$ cat src/rtl/rxq_pkg.sv
package rxq_pkg;

  // bits of the FIFO control byte that are retained after a write
  localparam logic [7:0] CTL_KEEP = 8'hC9;

  typedef enum logic [1:0] {
    TRIG_ONE  = 2'b00,
    TRIG_FOUR = 2'b01,
    TRIG_EIGHT = 2'b10,
    TRIG_FOURTEEN = 2'b11
  } trig_sel_t;

  function automatic logic [4:0] trig_bytes(trig_sel_t sel);
    case (sel)
      TRIG_ONE:   return 5'd1;
      TRIG_FOUR:  return 5'd4;
      TRIG_EIGHT: return 5'd8;
      default:    return 5'd14;
    endcase
  endfunction

  // serial frame length in bit times: start + data + parity + stop
  function automatic logic [3:0] frame_bits(logic [3:0] cfg);
    return 4'd6 + {2'b00, cfg[1:0]} + {3'b000, cfg[3]} + (cfg[2] ? 4'd2 : 4'd1);
  endfunction

endpackage

$ cat src/rtl/rxq_ctl_dec.sv
module rxq_ctl_dec
  import rxq_pkg::*;
(
  input  logic       clk,
  input  logic       rst,
  input  logic       wr,
  input  logic [7:0] wdata,
  output logic [7:0] ctl_q,
  output logic       rx_clr,
  output logic       tx_flush
);

  logic accept;
  logic en_flip;

  assign accept  = wr && (wdata != ctl_q);
  assign en_flip = accept && (wdata[0] != ctl_q[0]);
  assign rx_clr  = accept && (wdata[1] || en_flip);

  always_ff @(posedge clk) begin
    if (rst) begin
      ctl_q    <= '0;
      tx_flush <= 1'b0;
    end else begin
      tx_flush <= accept && (wdata[2] || en_flip);
      if (accept) ctl_q <= wdata & CTL_KEEP;
    end
  end

  // a write of the stored value changes nothing
  p_same_write_inert_r5: assert property (@(posedge clk) disable iff (rst)
    (wr && wdata == ctl_q) |=> ($stable(ctl_q) && !tx_flush));

  // toggling the enable bit always requests a transmit flush
  p_enable_flip_flush_r4: assert property (@(posedge clk) disable iff (rst)
    (wr && wdata[0] != ctl_q[0]) |=> tx_flush);

endmodule

$ cat src/rtl/rxq_store.sv
module rxq_store #(
  parameter int DEPTH = 16,
  parameter int DW    = 8,
  localparam int AW   = $clog2(DEPTH),
  localparam int CW   = $clog2(DEPTH + 1)
) (
  input  logic          clk,
  input  logic          rst,
  input  logic          clr,
  input  logic          push,
  input  logic          pop,
  input  logic [DW-1:0] wdata,
  output logic [DW-1:0] rdata,
  output logic [CW-1:0] level,
  output logic          full
);

  logic [DW-1:0] mem [DEPTH];
  logic [AW-1:0] head, tail;
  logic          push_ok, pop_ok;

  assign full    = (level == CW'(DEPTH));
  assign push_ok = push && !full;
  assign pop_ok  = pop && (level != '0);

  function automatic logic [AW-1:0] nxt(logic [AW-1:0] p);
    return (p == AW'(DEPTH - 1)) ? '0 : p + AW'(1);
  endfunction

  // storage array kept reset-free so it maps onto block RAM
  always_ff @(posedge clk) begin
    if (push_ok) mem[head] <= wdata;
  end

  always_ff @(posedge clk) begin
    if (rst) begin
      rdata <= '0;
    end else if (pop) begin
      rdata <= pop_ok ? mem[tail] : '0;
    end
  end

  always_ff @(posedge clk) begin
    if (rst || clr) begin
      head  <= '0;
      tail  <= '0;
      level <= '0;
    end else begin
      if (push_ok) head <= nxt(head);
      if (pop_ok)  tail <= nxt(tail);
      level <= level + CW'(push_ok) - CW'(pop_ok);
    end
  end

  // the count never exceeds the depth
  p_level_bound_r1: assert property (@(posedge clk) disable iff (rst)
    level <= CW'(DEPTH));

  // a byte offered to a full queue leaves the count at the depth
  p_full_hold_r2: assert property (@(posedge clk) disable iff (rst)
    (full && push && !pop && !clr) |=> (level == CW'(DEPTH)));

endmodule

$ cat src/rtl/rxq_char_timer.sv
module rxq_char_timer
  import rxq_pkg::*;
#(
  parameter int BIT_W = 16,
  localparam int LIM_W = BIT_W + 6
) (
  input  logic             clk,
  input  logic             rst,
  input  logic [BIT_W-1:0] bit_cycles,
  input  logic [3:0]       line_cfg,
  input  logic             restart,
  input  logic             cancel,
  input  logic             ack,
  input  logic             nonempty,
  output logic             pend
);

  logic [LIM_W-1:0] lim_q;
  logic [LIM_W-1:0] cnt;
  logic             run;

  // four character times, registered to keep the multiplier off the timer path
  always_ff @(posedge clk) begin
    if (rst) lim_q <= '0;
    else     lim_q <= (LIM_W'(bit_cycles) * LIM_W'(frame_bits(line_cfg))) << 2;
  end

  always_ff @(posedge clk) begin
    if (rst || cancel) begin
      run  <= 1'b0;
      cnt  <= '0;
      pend <= 1'b0;
    end else begin
      if (ack) pend <= 1'b0;
      if (restart) begin
        run <= 1'b1;
        cnt <= (lim_q == '0) ? '0 : lim_q - LIM_W'(1);
      end else if (run) begin
        if (cnt == '0) begin
          run <= 1'b0;
          if (nonempty && !ack) pend <= 1'b1;
        end else begin
          cnt <= cnt - LIM_W'(1);
        end
      end
    end
  end

  // a timeout only appears while data is held
  p_pend_needs_data_r6: assert property (@(posedge clk) disable iff (rst)
    $rose(pend) |-> $past(nonempty));

  // a host read removes the pending timeout
  p_read_clears_r6: assert property (@(posedge clk) disable iff (rst)
    ack |=> !pend);

endmodule

$ cat src/rtl/uart_rx_queue.sv
module uart_rx_queue
  import rxq_pkg::*;
#(
  parameter int DEPTH = 16,
  parameter int DW    = 8,
  parameter int BIT_W = 16,
  localparam int CW   = $clog2(DEPTH + 1)
) (
  input  logic             clk,
  input  logic             rst,
  input  logic             rx_valid,
  input  logic [DW-1:0]    rx_byte,
  input  logic             brk_evt,
  input  logic             rd_en,
  input  logic             lsr_rd,
  input  logic             ctl_wr,
  input  logic [7:0]       ctl_wdata,
  input  logic [BIT_W-1:0] bit_cycles,
  input  logic [3:0]       line_cfg,
  output logic [DW-1:0]    rd_data,
  output logic [CW-1:0]    level,
  output logic             data_rdy,
  output logic             overrun,
  output logic             brk_flag,
  output logic             timeout_pend,
  output logic             trig_hit,
  output logic [7:0]       ctl_value,
  output logic             tx_flush
);

  logic          rx_clr;
  logic          push;
  logic [DW-1:0] push_data;
  logic          full;
  logic          leaves_empty;
  logic          restart;

  assign push         = rx_valid || brk_evt;
  assign push_data    = brk_evt ? '0 : rx_byte;
  assign leaves_empty = rd_en && (level <= CW'(1)) && !push;
  assign restart      = push || (rd_en && level > CW'(1));

  rxq_ctl_dec u_ctl (
    .clk      (clk),
    .rst      (rst),
    .wr       (ctl_wr),
    .wdata    (ctl_wdata),
    .ctl_q    (ctl_value),
    .rx_clr   (rx_clr),
    .tx_flush (tx_flush)
  );

  rxq_store #(.DEPTH(DEPTH), .DW(DW)) u_store (
    .clk   (clk),
    .rst   (rst),
    .clr   (rx_clr),
    .push  (push),
    .pop   (rd_en),
    .wdata (push_data),
    .rdata (rd_data),
    .level (level),
    .full  (full)
  );

  rxq_char_timer #(.BIT_W(BIT_W)) u_timer (
    .clk        (clk),
    .rst        (rst),
    .bit_cycles (bit_cycles),
    .line_cfg   (line_cfg),
    .restart    (restart),
    .cancel     (rx_clr),
    .ack        (rd_en),
    .nonempty   (level != '0),
    .pend       (timeout_pend)
  );

  always_ff @(posedge clk) begin
    if (rst) begin
      data_rdy <= 1'b0;
      brk_flag <= 1'b0;
      overrun  <= 1'b0;
    end else begin
      if (push && full)  overrun <= 1'b1;
      else if (lsr_rd)   overrun <= 1'b0;

      if (rx_clr) begin
        data_rdy <= 1'b0;
        brk_flag <= 1'b0;
      end else begin
        if (push)              data_rdy <= 1'b1;
        else if (leaves_empty) data_rdy <= 1'b0;

        if (brk_evt)                           brk_flag <= 1'b1;
        else if (lsr_rd || leaves_empty)       brk_flag <= 1'b0;
      end
    end
  end

  assign trig_hit = data_rdy &&
                    (!ctl_value[0] || level >= CW'(trig_bytes(trig_sel_t'(ctl_value[7:6]))));

  // a byte offered to a full queue raises the overrun flag
  p_overrun_on_full_r2: assert property (@(posedge clk) disable iff (rst)
    (push && full) |=> overrun);

  // a break marks both break and data-ready
  p_break_flags_r8: assert property (@(posedge clk) disable iff (rst)
    (brk_evt && !rx_clr) |=> (brk_flag && data_rdy && level != '0));

  // a line-status read drops break and overrun when nothing new arrives
  p_lsr_clears_r10: assert property (@(posedge clk) disable iff (rst)
    (lsr_rd && !rx_valid && !brk_evt) |=> (!overrun && !brk_flag));

  // data-ready persists until a read or a receive clear
  p_dr_holds_r9: assert property (@(posedge clk) disable iff (rst)
    (data_rdy && !rd_en && !rx_clr) |=> data_rdy);

endmodule

$ cat config.mk
export PLATFORM = sky130hd
export DESIGN_NAME = uart_rx_queue
export DESIGN_NICKNAME = d
export VERILOG_FILES = /design/src/rtl/rxq_pkg.sv /design/src/rtl/rxq_ctl_dec.sv /design/src/rtl/rxq_store.sv /design/src/rtl/rxq_char_timer.sv /design/src/rtl/uart_rx_queue.sv
export SDC_FILE = /design/constraint.sdc
export NUM_CORES = 1
export LEC_CHECK = 0
export BUFFER_PORTS_ARGS = -buffer_cell sky130_fd_sc_hd__buf_2
export CAP_MARGIN = 30
export CELL_PAD_IN_SITES_DETAIL_PLACEMENT = 1
export CELL_PAD_IN_SITES_GLOBAL_PLACEMENT = 2
export CORE_ASPECT_RATIO = 1.75
export CORE_MARGIN = 1.5
export CORE_UTILIZATION = 45
export CTS_BUF_LIST = sky130_fd_sc_hd__clkbuf_16
export CTS_CLUSTER_DIAMETER = 30
export CTS_CLUSTER_SIZE = 30
export DETAILED_ROUTE_END_ITERATION = 6
export PLACE_DENSITY_LB_ADDON = 0.1
export SYNTH_ARGS = -nofsm -noshare
export SYNTH_HDL_FRONTEND = slang
export SYNTH_SLANG_ARGS = --single-unit
$ cat constraint.sdc
create_clock -name clk -period 13.35 [get_ports clk]
set_clock_uncertainty 0.15 [all_clocks]
set_input_delay 0.6675 -clock clk [delete_from_list [all_inputs] [get_ports clk]]
set_output_delay 0.6675 -clock clk [all_outputs]
set_load 0.01 [all_outputs]
* Yosys cells after proc, flatten, opt, wreduce, memory -nomap -nowiden
Memory sizes are Yosys's and may differ from the RTL's. A register that Yosys moved wholly into a read port is not among the register bits.
Index checks and enable logic that the tools add are counted.
** Storage, ports and cells
- Output and inout port bits :: 27
- Register bits after elaboration :: 75
- Bits in writable memories :: 128
- Memories kept :: 1
- Logic and storage cells :: 97
- Input port bits :: 43
** Memories
- u_store.mem :: depth 16, width 8, read ports 1, clocked after Yosys merged registers in 1, write ports 1, line rxq_store.sv:18 : logic [DW-1:0] mem [DEPTH];
** Cells by class
- Add/subtract/negate cells :: 9
- Magnitude comparators :: 3
- Multiplexer cells :: 28
- $mul :: 1
- Reductions and logical operators :: 33
- Equality and inequality tests :: 8
** Operators with widths (number)
- 2-to-1 mux 22 bit :: 4
- logical NOT 22 bit :: 2
- subtractor 22 x 1 -> 22 bit (second input constant) :: 2
- multiplier 16 x 4 -> 20 bit :: 1
- 2-to-1 mux 1 bit :: 16
- 2-to-1 mux 4 bit :: 4
- 2-to-1 mux 8 bit :: 2
- logical AND 1 bit :: 12
- case mux 4 bit (3 select lines) :: 1
- adder 4 x 1 -> 4 bit (second input constant) :: 2
- equality test 4 bit (second input constant) :: 2
- inequality test 8 bit :: 1
- nonzero test 2 bit :: 4
- logical OR 1 bit :: 7
- adder 5 x 1 -> 5 bit :: 1
- equality test 5 bit (second input constant) :: 1
- >= comparator 5 bit :: 1
- greater-than comparator 5 x 1 -> 1 bit (second input constant) :: 1
- <= comparator 5 x 1 -> 1 bit (second input constant) :: 1
- nonzero test 5 bit :: 1
- subtractor 5 x 1 -> 5 bit :: 1
- adder 3 x 2 -> 4 bit (first input constant) :: 1
- adder 4 x 1 -> 4 bit :: 1
- adder 4 bit :: 1
- other kinds (9) :: 12

* Longest topological paths before layout
- Depth in word-level cells :: 7
- Gate-level depth with buffers :: 21
- Mapped depth without buffers :: 19

* Hierarchy
Synthesis repeated with hierarchy kept, for this count alone.
** Second synthesis, totals
- Cell total of the unflattened synthesis :: 925
- Area, all modules :: 11015.6 µm²
** By module, submodules not included
- rxq_store :: cells each 324, instances 1, area each 6123.4 µm², seq. area each 4344.2 µm²
- rxq_char_timer :: cells each 536, instances 1, area each 4361.7 µm², seq. area each 880.8 µm²
- uart_rx_queue :: cells each 42, instances 1, area each 304.0 µm², seq. area each 60.1 µm²
- rxq_ctl_dec :: cells each 23, instances 1, area each 226.5 µm², seq. area each 100.1 µm²

* Worst setup path after synthesis
No wires, ideal clock.
- Path type :: input port to flip-flop
- Start :: input port line_cfg[0]
- End :: register u_timer.lim_q[21]
- Stages on the path :: 19
- Required time :: 13079 ps
- Data arrival time :: 4828 ps
- Path buffers :: 1
- Setup time :: 121 ps
- Path slack :: 8251 ps
- Cells stage by stage :: inv_1 > fa_1 > inv_1 > ha_1 > inv_1 > ha_1 > clkbuf_1 > nand2b_1 > fa_1 > inv_1 > fa_1 > ha_1 > a21oi_1 > nand4b_1 > a2111oi_0 > nor2_1 > o21ai_0 > a221oi_1 > mux2_2
** Between the ends
- Longest elaborated chain between the ends :: 4
** Ends and longest elaborated chain
- start, declared :: line uart_rx_queue.sv:19 : input logic [3:0] line_cfg,
- adder 3 x 2 -> 4 bit :: line rxq_pkg.sv:24 : return 4'd6 + {2'b00, cfg[1:0]} + {3'b000, cfg[3]} + (cfg[2] ? 4'd2 : 4'd1);
- adder 4 x 1 -> 4 bit :: line rxq_pkg.sv:24
- adder 4 bit :: line rxq_pkg.sv:24
- multiplier 16 x 4 -> 20 bit :: line rxq_char_timer.sv:25 : else lim_q <= (LIM_W'(bit_cycles) * LIM_W'(frame_bits(line_cfg))) << 2;
- end signal, assigned :: line rxq_char_timer.sv:25
- end, declared :: line rxq_char_timer.sv:18 : logic [LIM_W-1:0] lim_q;
No other way between the ends.
A chain may end at the register's enable or synchronous reset.

* Worst setup path in the final report
Same ends and word-level chain as after synthesis.

==> flow_summary.yaml <==
outcome:
  outcome: "finished clean"
logic_synthesis:
  async_flop_share: 0
  mappedNetlistArea_mm2: 0.0107
  synth-seq-cells: 205
  ys_types: 55
  yosys_warnings: 0
  syn-instance-count: 904
  avgSynthCellArea_um2: 11.8
  synth-edff-count: 128
  yosysSeqAreaShare: 0.505
  synth-main-ff-cell: "edfxtp_1"
setup_path:
  arrival_ns: 5.76
  rr_endpoint: "u_store.level[4]"
  crit_type: "in -> reg"
  cp-end-kind: "register"
  r2r-start: "u_store.level[2]"
  cpMaxStageDelayCell: "a2111oi_0"
  start_kind: "input pin"
  crit_path_max_fanout: 16
  path_cells: "buf_2 -> inv_1 -> fa_1 -> inv_1 -> ha_1 -> inv_1 -> ha_1 -> nor2b_1 -> fa_1 -> inv_1 -> fa_1 -> inv_1 -> ha_1 -> nand4b_1 -> a2111oi_0 -> nor2_1 -> o21ai_0 -> a221oi_1 -> mux2_2"
  rr_worst_depth: 15
  path_common_cell: "inv_1"
  startpoint: "line_cfg[0]"
  slowest_delay_ns: 0.72
  timing.critical_path.to: "u_timer.lim_q[21]"
  rrSetupSlack_ns: 10.30
  required_ns: 13.63
grt:
  grt_max_degree: 34
  grt_pass1_vias: 7894
  grt_pass1_wl_um: 41300
  antenna_found_initial: 0
  grt_use_total: 0.219
  overflow: 0
die:
  die_h_um: 207
  die_area_mm2: 0.0247
  fp-row-count: 74
  start_util: 0.457
  die_w_um: 119
  coreArea_mm2: 0.0233
  pin_count: 70
cts:
  cts.repair.resized: 0
  cts.sinks: 205
  clock_tree.buffer_depth: 3
  numCtsBuffers: 27
  cts.reportedPaths.clkPinSlew_ns: 0.07
  cts_hold_buf: 0
  clockRootBuffer: "clkbuf_16"
  worst_skew_pair.late_latency_ns: 0.54
  cts_setup_buffers: 0
  htree_levels: 1
  tritoncts: "built"
run:
  max_cap_violations: 0
timing:
  hold_viol: 0
  tightest_slew_ns: 1.07
  fin_ws_ns: 7.87
  whs_ns: 0.208
  fin_crit_sh: 0.411
  slew_viol_final: 0
  rsz0062_at_grt: "false"
  tns_ns: 0
  fin_crit_ns: 5.48
  slew_headroom: 0.286
  setup_viol: 0
  max_freq_ghz: 0.182
final_layout:
  drive_above_1_share: 0.186
  nNetsFinal: 1101
  layout_common_cells: "edfxtp_1, inv_1, nor2_1"
  syn_to_final_growth_pct: 15.4
  n_fill_cell: 2490
  multi_input_area_mm2: 0.00479
  regArea_mm2: 0.00539
  fin_util: 0.528
  antenna_cells: 0
  mostFrequentLayoutCell: "edfxtp_1"
routing:
  drt_iter0_markers: 219
  dr.pass1.iters: 4
  vias: 7012
  viasPerCell: 5.36
  postRouteAntennaNets: 0
  drt_wl_total_um: 25700
  drc: 0
  routedWlPerCell_um: 19.7
pwr:
  power.leakage_nw: 4.78
  power_density_mw_per_mm2: 177
  comb_power_share: 0.301
  seqPwrFrac: 0.361
  p_switching_mw: 0.756
  fin_total_pwr_mw: 2.18
  ir_drop_mv: 0.101
  sw_frac_of_total: 0.346
  intPower_mw: 1.43
  pwr-share-clk: 0.338
placed_design:
  dp_hpwl_um: 19700
  dpl_worst_slack_ns: 7.28
  place_congestion: 0.784
  portBuffers: 63
min_path:
  holdPathStages: 2
  hp-class: "in -> reg"
==> cells in the mapped netlist, types with 3 or more instances <==
master / number / share of area
nand4b_1: 3 / 0.0025
o21ai_0: 24 / 0.011
and2_1: 15 / 0.0088
inv_1: 89 / 0.031
nor3_1: 27 / 0.013
ha_1: 46 / 0.054
o21a_1: 4 / 0.0028
nor3b_1: 4 / 0.0028
buf_2: 6 / 0.0028
nor2_1: 86 / 0.030
a21o_1: 6 / 0.0042
edfxtp_1: 128 / 0.36
o22ai_1: 18 / 0.011
nor4_1: 5 / 0.0029
nand3b_1: 3 / 0.0021
buf_4: 6 / 0.0042
or4_1: 3 / 0.0021
nand2b_1: 26 / 0.015
nand3_1: 9 / 0.0042
mux2i_1: 10 / 0.0094
a31oi_1: 5 / 0.0029
xor2_1: 16 / 0.013
nand2_1: 43 / 0.015
fa_1: 30 / 0.056
xnor2_1: 31 / 0.025
or3_1: 12 / 0.0070
a211oi_1: 3 / 0.0021
nor2b_1: 51 / 0.030
clkbuf_1: 20 / 0.0070
mux4_2: 40 / 0.084
a21oi_1: 28 / 0.013
dfxtp_1: 77 / 0.14
buf_1: 3 / 0.0011
==> power by group through the flow <==
stage | combinational [mW] | sequential [mW] | clock (mW)
after global placement | 0.639 | 0.796 | 0
after floorplan | 0.499 | 0.793 | 0
after detailed placement | 0.663 | 0.802 | 0
after global routing | 0.744 | 0.797 | 0.775
final | 0.657 | 0.788 | 0.736
after CTS | 0.669 | 0.789 | 0.752
==> worst max-delay path: cells and delay by family <==
kind            cells  cell delay [ns]
compound gates      3             1.26
fa+ha+maj           6             2.60
buf+inv             6             0.32
mux                 1             0.29
simple gates        3             0.59
==> sequential cells by signal, summed over array words and instances, names as in the netlist, named ones only <==
name and count:
u_timer.pend 1, u_store.mem 128, u_timer.cnt 22, u_timer.lim_q 20
data_rdy 1, u_store.tail 4, brk_flag 1, u_timer.run 1
u_ctl.ctl_q 4, u_ctl.tx_flush 1, u_store.level 5, u_store.rdata 8
overrun 1, u_store.head 4
==> worst min-delay path by stage <==
stage / startpoint / endpoint / slack (ns)
6_report: rd_en / u_timer.pend / 0.21
5_1_grt: rd_en / u_timer.pend / 0.21
4_1_cts: rd_en / u_timer.pend / 0.19
3_5_place_dp: u_store.rdata[2] / u_store.rdata[2] / 0.30
3_3_place_gp: u_store.rdata[4] / u_store.rdata[4] / 0.28
2_1_floorplan: u_store.tail[3] / register / 0.32
==> layer usage <==
metal / routed length [um] / track usage / vias to the layer above
met5: 0 / 0 / -
met4: 1040 / 0.102 / 0
met3: 637 / 0.0214 / 45
met2: 16000 / 0.479 / 108
met1: 8010 / 0.189 / 3542
li1: - / - / 3317
==> area by class of cell <==
| cell class | count | share of cell area |
|---|---|---|
| timing repair buffer | 82 | 0.0372 |
| multi-input combinational | 577 | 0.389 |
| clock buffer | 27 | 0.0549 |
| inverter | 89 | 0.0271 |
| tap | 304 | 0.0309 |
| clock inverter | 23 | 0.0231 |
| sequential | 205 | 0.438 |
==> kinds of logic (layout without fill, tap and decap cells) <==
logic type / Yosys count / after routing / synth area share
DFF: 205 / 205 / 0.505
muxes: 51 / 51 / 0.0949
buffers and inverters: 125 / 221 / 0.0469
other: 1 / 4 / 0.000352
and+or+nand+nor: 301 / 301 / 0.148
xor gates and xnor gates: 47 / 47 / 0.0386
adders and majority gates: 76 / 76 / 0.110
AOI/OAI and AO/OA: 98 / 98 / 0.0563
==> through the flow <==
stage | area (um2) | std cells
finish | 12300 | 1307
global route | 12300 | 1307
CTS | 12300 | 1302
floorplan | 10700 | 907
detailed placement | 11300 | 1252
global placement | 11300 | 1250
Note: power is estimated with default switching activity, not from simulation.
